$ cat src/rtl/mpr_pkg.sv
package mpr_pkg;

  // Control sequencer states
  typedef enum logic [1:0] {
    ST_IDLE  = 2'd0,
    ST_WAIT  = 2'd1,
    ST_BURST = 2'd2
  } mprState_t;

  // Strobes handed from control to datapath
  typedef struct packed {
    logic       load;      // capture pattern aligned to startIdx
    logic       beatEn;    // a beat is on the lanes this tick; shift after it
    logic [2:0] startIdx;  // first pattern bit of the burst
  } mprStrobe_t;

endpackage

$ cat src/rtl/mpr_ctrl.sv
module mpr_ctrl
  import mpr_pkg::*;
#(
  parameter int RL_W = 4
) (
  input  logic            clk,
  input  logic            rst_n,
  input  logic            cmdValid,
  input  logic            mprEnable,
  input  logic            dllLocked,
  input  logic [2:0]      addrLow,
  input  logic            chopReqN,
  input  logic            mrChop,
  input  logic            mrOtf,
  input  logic [RL_W-1:0] rdLatency,
  output mprStrobe_t      strobe,
  output logic            dqValid,
  output logic            illegalCmd
);

  localparam int BEAT_W = 4;
  localparam logic [BEAT_W-1:0] FULL_BEATS = BEAT_W'(8);
  localparam logic [BEAT_W-1:0] CHOP_BEATS = BEAT_W'(4);

  mprState_t         state;
  logic [RL_W-1:0]   latCnt;
  logic [BEAT_W-1:0] beatsLeft;
  logic              chopQ;
  logic [2:0]        startQ;

  logic              accept;
  logic              chopEff;
  logic              cmdLegal;
  logic [RL_W-1:0]   rlEff;
  logic              latDone;

  // Burst-length selection: per-command request only when permitted
  always_comb begin
    chopEff  = mrOtf ? ~chopReqN : mrChop;
    cmdLegal = dllLocked && (addrLow[1:0] == 2'b00) && !(!chopEff && addrLow[2]);
    accept   = cmdValid && mprEnable && (state == ST_IDLE);
    rlEff    = (rdLatency == '0) ? RL_W'(1) : rdLatency;
    latDone  = (state == ST_WAIT) && (latCnt == RL_W'(1));
  end

  always_ff @(posedge clk) begin
    if (!rst_n) begin
      state      <= ST_IDLE;
      latCnt     <= '0;
      beatsLeft  <= '0;
      chopQ      <= 1'b0;
      startQ     <= 3'd0;
      illegalCmd <= 1'b0;
    end else begin
      illegalCmd <= accept && !cmdLegal;
      unique case (state)
        ST_IDLE: begin
          if (accept && cmdLegal) begin
            state  <= ST_WAIT;
            latCnt <= rlEff;
            chopQ  <= chopEff;
            startQ <= (chopEff && addrLow[2]) ? 3'd4 : 3'd0;
          end
        end
        ST_WAIT: begin
          if (latDone) begin
            state     <= ST_BURST;
            beatsLeft <= chopQ ? CHOP_BEATS : FULL_BEATS;
          end else begin
            latCnt <= latCnt - RL_W'(1);
          end
        end
        ST_BURST: begin
          if (beatsLeft == BEAT_W'(1)) begin
            state <= ST_IDLE;
          end else begin
            beatsLeft <= beatsLeft - BEAT_W'(1);
          end
        end
        default: state <= ST_IDLE;
      endcase
    end
  end

  always_comb begin
    strobe.load     = latDone;
    strobe.beatEn   = (state == ST_BURST);
    strobe.startIdx = startQ;
    dqValid         = (state == ST_BURST);
  end

endmodule

$ cat src/rtl/mpr_datapath.sv
module mpr_datapath
  import mpr_pkg::*;
#(
  parameter int         LANES   = 2,
  parameter logic [7:0] PATTERN = 8'b0101_0101
) (
  input  logic               clk,
  input  logic               rst_n,
  input  mprStrobe_t         strobe,
  input  logic               replicateDq,
  output logic [8*LANES-1:0] dq
);

  localparam int LANE_W = 8;

  logic [7:0] shReg;
  logic       serialBit;
  logic [LANE_W-1:0] laneWord;

  always_ff @(posedge clk) begin
    if (!rst_n) begin
      shReg <= 8'd0;
    end else if (strobe.load) begin
      shReg <= PATTERN >> strobe.startIdx;
    end else if (strobe.beatEn) begin
      shReg <= shReg >> 1;
    end
  end

  always_comb begin
    serialBit = strobe.beatEn && shReg[0];
    laneWord  = {(replicateDq ? {(LANE_W-1){serialBit}} : {(LANE_W-1){1'b0}}), serialBit};
  end

  genvar ln;
  generate
    for (ln = 0; ln < LANES; ln++) begin : g_lane
      assign dq[ln*LANE_W +: LANE_W] = laneWord;
    end
  endgenerate

endmodule

$ cat src/rtl/mpr_read_serializer.sv
module mpr_read_serializer
  import mpr_pkg::*;
#(
  parameter int         LANES   = 2,
  parameter int         ADDR_W  = 13,
  parameter int         BA_W    = 3,
  parameter int         RL_W    = 4,
  parameter logic [7:0] PATTERN = 8'b0101_0101
) (
  input  logic               clk,
  input  logic               rst_n,
  input  logic               cmdValid,
  input  logic               mprEnable,
  input  logic               dllLocked,
  input  logic [ADDR_W-1:0]  colAddr,
  input  logic [BA_W-1:0]    bankAddr,
  input  logic               mrChop,
  input  logic               mrOtf,
  input  logic               replicateDq,
  input  logic [RL_W-1:0]    rdLatency,
  output logic [8*LANES-1:0] dq,
  output logic               dqValid,
  output logic               illegalCmd
);

  mprStrobe_t strobe;

  // Bank and middle column bits play no part in a register read
  logic unusedAddrBits;
  assign unusedAddrBits = ^{bankAddr, colAddr[ADDR_W-2:3]};

  mpr_ctrl #(
    .RL_W(RL_W)
  ) ctrl_i (
    .clk        (clk),
    .rst_n      (rst_n),
    .cmdValid   (cmdValid),
    .mprEnable  (mprEnable),
    .dllLocked  (dllLocked),
    .addrLow    (colAddr[2:0]),
    .chopReqN   (colAddr[ADDR_W-1]),
    .mrChop     (mrChop),
    .mrOtf      (mrOtf),
    .rdLatency  (rdLatency),
    .strobe     (strobe),
    .dqValid    (dqValid),
    .illegalCmd (illegalCmd)
  );

  mpr_datapath #(
    .LANES  (LANES),
    .PATTERN(PATTERN)
  ) dpath_i (
    .clk        (clk),
    .rst_n      (rst_n),
    .strobe     (strobe),
    .replicateDq(replicateDq),
    .dq         (dq)
  );

endmodule

$ cat config.mk
export PLATFORM = sky130hd
export DESIGN_NAME = mpr_read_serializer
export DESIGN_NICKNAME = d
export VERILOG_FILES = /design/src/rtl/mpr_pkg.sv /design/src/rtl/mpr_ctrl.sv /design/src/rtl/mpr_datapath.sv /design/src/rtl/mpr_read_serializer.sv
export SDC_FILE = /design/constraint.sdc
export NUM_CORES = 1
export LEC_CHECK = 0
export BUFFER_PORTS_ARGS = -buffer_cell sky130_fd_sc_hd__buf_2
export CORE_AREA = 2 2 46 69
export DETAILED_ROUTE_END_ITERATION = 10
export DIE_AREA = 0 0 48 71
export GPL_ROUTABILITY_DRIVEN = 0
export GPL_TIMING_DRIVEN = 0
export HOLD_SLACK_MARGIN = 0.06
export MAX_ROUTING_LAYER = met4
export PLACE_DENSITY = 0.73
export SYNTH_ARGS = -nofsm -noshare
export SYNTH_HDL_FRONTEND = slang
export SYNTH_SLANG_ARGS = --single-unit
$ cat constraint.sdc
create_clock -name clk -period 2 [get_ports clk]
set_input_delay 0.2 -clock clk [delete_from_list [all_inputs] [get_ports clk]]
set_output_delay 0.2 -clock clk [all_outputs]
set_load 0.05 [all_outputs]
==> run_results.csv <==
group,metric,value,unit
outcome,run_status,"finished clean",
floorplanning,row_count,24,
sta,slew_at_the_pin_with_the_worst_max_slew_slack,506,ps
sta,finalHoldViolCount,0,
synthesis,synth_simple_gate_area_frac,0.194,
synthesis,synth_top_cells_by_count,"sky130_fd_sc_hd__dfxtp_1, sky130_fd_sc_hd__buf_4, sky130_fd_sc_hd__mux2i_1, sky130_fd_sc_hd__nand2_1, sky130_fd_sc_hd__nor2_1",
synthesis,synth_top_family_by_area,"simple AND/OR/NAND/NOR gates",
layout,areaGrowthSynthToFinish,25.5,%
clocking,cts_tree,"yes",
pwr,power.switching_fraction,0.233,
global_route,total_grt_overflow,0,
synthesis,yosys.cell_count.top_type,"sky130_fd_sc_hd__dfxtp_1",
detailed_routing,final_antenna_net_count,0,
sta,clock-skew-final,1.13,ps
pwr,pwr-share-seq,0.550,
detailed_routing,routed_wire_length_per_instance,13.5,um
floorplanning,ios,46,
layout,num-nets-final,220,
pwr,static_leakage,0.705,nW
synthesis,yosys.area.top_type_share,0.318,
layout,finalCoreUtilization,0.554,
sta,worst_slack,110,ps
global_route,maximum_number_of_pins_on_one_net_before_global_route_repair,15,
synthesis,synth-warning-count,0,
worst_setup_path,critPathRequiredTime,2150,ps
clocking,numCtsBuffers,3,
flow_run,max-cap-violations,0,
place,place_worst_setup_slack,85.2,ps
clocking,holdBufCountCts,0,
sta,timing.final.setup_violations,0,
place,port_buffer_cells,33,
synthesis,synth_sequential_area_ratio,0.318,
clocking,clk_pin_slew,70,ps
sta,max-slew-margin-rel,0.663,
pwr,clkPwrFrac,0.353,
pwr,power_density,466,mW/mm^2
detailed_routing,detailroute.via_count,1179,
synthesis,synth_edf_count,0,
layout,num_antenna_cells,0,
global_route,first_global_vias,1221,
floorplanning,initial_core_utilization,0.442,
floorplanning,die_outline_area,0.00341,mm^2
clocking,clockBufferDepth,2,
synthesis,post_synth_xor_area_fraction,0,
detailed_routing,route.detailed.drc,0,
synthesis,synth-adder-area-share,0.0695,
floorplanning,placeableCoreArea,0.00285,mm^2
worst_setup_path,timing.critical_path.cells,"ha_1 -> nor3b_1 -> a2bb2oi_1 -> nand3_1 -> a221oi_1",
sta,rsz0062_at_grt,"false",
pwr,p_total,737,uW
place,hpwl,2.24,mm
worst_setup_path,critical_path.max_stage_delay,440,ps
worst_setup_path,cp-start-kind,"register",
clocking,ctsRootBufferMaster,"sky130_fd_sc_hd__clkbuf_8",
worst_setup_path,setup.worst_path.class,"register to register",
worst_setup_path,critical_path.slowest_cell,"sky130_fd_sc_hd__nor3b_1",
synthesis,synth.ff_latch_count,20,
pwr,vdd_drop_max,0.569,mV
clocking,ctsHtreeMaxLevel,1,
floorplanning,die_y_extent,71,um
worst_setup_path,crit_fanout,5,
synthesis,async_set_reset_flop_share_out_of_synthesis,0,
floorplanning,fp.dieW,48,um
synthesis,syn-cell-area,0.00126,mm^2
synthesis,synth_top_cell_by_area,"sky130_fd_sc_hd__dfxtp_1",
detailed_routing,route.detailed.vias_per_inst,5.31,
global_route,grt_pass1_wl,4.85,mm
sta,finalCriticalPeriod,1890,ps
synthesis,synthFlopType,"sky130_fd_sc_hd__dfxtp_1",
detailed_routing,wirelength,3.01,mm
pwr,net_switching_power_of_the_design,172,uW
global_route,grt.total_usage,0.195,
synthesis,synth_fp_nets,181,
worst_setup_path,worst_ep_arrival_time,2040,ps
sta,max_clock_freq,529,MHz
clocking,clock_sinks,20,
hold_path,min_path_type,"input port to register",
detailed_routing,detailedRoute.firstPassIterationCount,4,
detailed_routing,drtIter0Drc,15,
sta,finalCritPeriodShare,0.945,
sta,finalSetupTns,0,ps
synthesis,post_synth_mux_area_share,0.104,
pwr,part_of_the_total_power_dissipated_in_combinational_logic,0.097,
sta,drv_slew,0,
synthesis,avg_synthesized_cell_area,8.63,um^2
clocking,clock_latency,250,ps
synthesis,synth-compound-area-share,0.180,
global_route,grt_antenna_before_repair,0,
synthesis,cell_count_after_synthesis,146,
worst_setup_path,worstSetupEndpointType,"register",
synthesis,ys_top_cells_by_area,"sky130_fd_sc_hd__dfxtp_1, sky130_fd_sc_hd__mux2i_1, sky130_fd_sc_hd__buf_4",
pwr,power_report.internal_total,565,uW
layout,fraction_of_final_layout_cells_sized_beyond_drive_strength_1,0.333,
synthesis,unique_cell_type_count_in_the_yosys_netlist,44,
[kinds of logic after synthesis]
group                    after synthesis
AND/OR/NAND/NOR                       47
buffers and inverters                 30
AO/OA/AOI/OAI                         29
flip-flops                            20
multiplexers                          13
adder cells (fa/ha/maj)                7
[final timing paths]
kind / endpoint / startpoint / slack, ps / cells past startpoint
setup / recovery: ctrl_i.state[0] / ctrl_i.beatsLeft[0] / 110 / 5
hold / removal: ctrl_i.illegalCmd / mprEnable / 260 / 3
setup reg to reg: ctrl_i.state[0] / ctrl_i.beatsLeft[0] / 110 / 5
hold reg to reg: ctrl_i.beatsLeft[3] / ctrl_i.beatsLeft[3] / 480 / 2
[final cells by class]
type / instances / area (um^2)
timing repair buffer: 34 / 205
buffer: 19 / 131
fill: 268 / 1270
inverter: 10 / 37.5
tap: 39 / 48.8
sequential: 20 / 400
clock buffer: 3 / 41.3
multi-input combinational: 97 / 717
[cell usage in the layout, fill, tap and decap left out, types with 2 or more instances in the layout]
cell                        n
sky130_fd_sc_hd__mux2i_1   12
sky130_fd_sc_hd__clkbuf_1   3
sky130_fd_sc_hd__dfxtp_1   20
sky130_fd_sc_hd__nand2_1   12
sky130_fd_sc_hd__nor2b_1    2
sky130_fd_sc_hd__a21oi_1    6
sky130_fd_sc_hd__nand2b_1   2
sky130_fd_sc_hd__or3b_4     2
sky130_fd_sc_hd__a221oi_1   2
sky130_fd_sc_hd__clkbuf_8   3
sky130_fd_sc_hd__or3_1      2
sky130_fd_sc_hd__ha_1       6
sky130_fd_sc_hd__inv_1     10
sky130_fd_sc_hd__nor3_1     3
sky130_fd_sc_hd__and3_1     2
sky130_fd_sc_hd__nand3_1    2
sky130_fd_sc_hd__buf_2     20
sky130_fd_sc_hd__o211ai_1   2
sky130_fd_sc_hd__nor2_1    11
sky130_fd_sc_hd__o21ai_0    4
sky130_fd_sc_hd__nand4_1    2
sky130_fd_sc_hd__buf_4     30
[stage by stage]
step | instances | area (um^2) | hold slack, ps
6_report | 222 | 1580 | 262
3_5_place_dp | 218 | 1480 | 465
4_1_cts | 221 | 1560 | 264
5_1_grt | 222 | 1580 | 275
2_1_floorplan | 146 | 1270 | 347
3_3_place_gp | 218 | 1480 | 461
[critical path: cells and delay by family (launching register included)]
family	cells	cell delay, ps
compound gates	2	620
simple gates	2	590
flops	1	410
fa+ha+maj	1	180
[power by group through the flow]
stage / sequential [mW] / combinational, mW / clock [mW]
4_1_cts: 0.405 / 0.0699 / 0.260
2_1_floorplan: 0.417 / 0.0377 / 0
5_1_grt: 0.406 / 0.0782 / 0.282
3_5_place_dp: 0.414 / 0.0696 / 0
3_3_place_gp: 0.414 / 0.0656 / 0
6_report: 0.405 / 0.0715 / 0.260
[sequential cells by signal (all words and copies together) (netlist names)]
signal             flops
ctrl_i.startQ          1
ctrl_i.illegalCmd      1
ctrl_i.beatsLeft       4
ctrl_i.chopQ           1
dpath_i.shReg          7
ctrl_i.state           2
ctrl_i.latCnt          4
[routing by layer]
layer  global-route usage  wire length, um
met2                0.381             1800
met5                    -                0
met4               0.0691               38
met3               0.0153               94
met1                0.174             1080
[what timing repair did]
item | 4_1_cts | 5_1_grt
endpoints found under the setup margin | 14 | 17
pin swaps | 0 | 2
cloned | 0 | 1
resized for setup | 14 | 2
buffers inserted | 0 | 1
(Power assumes the default switching activity.)
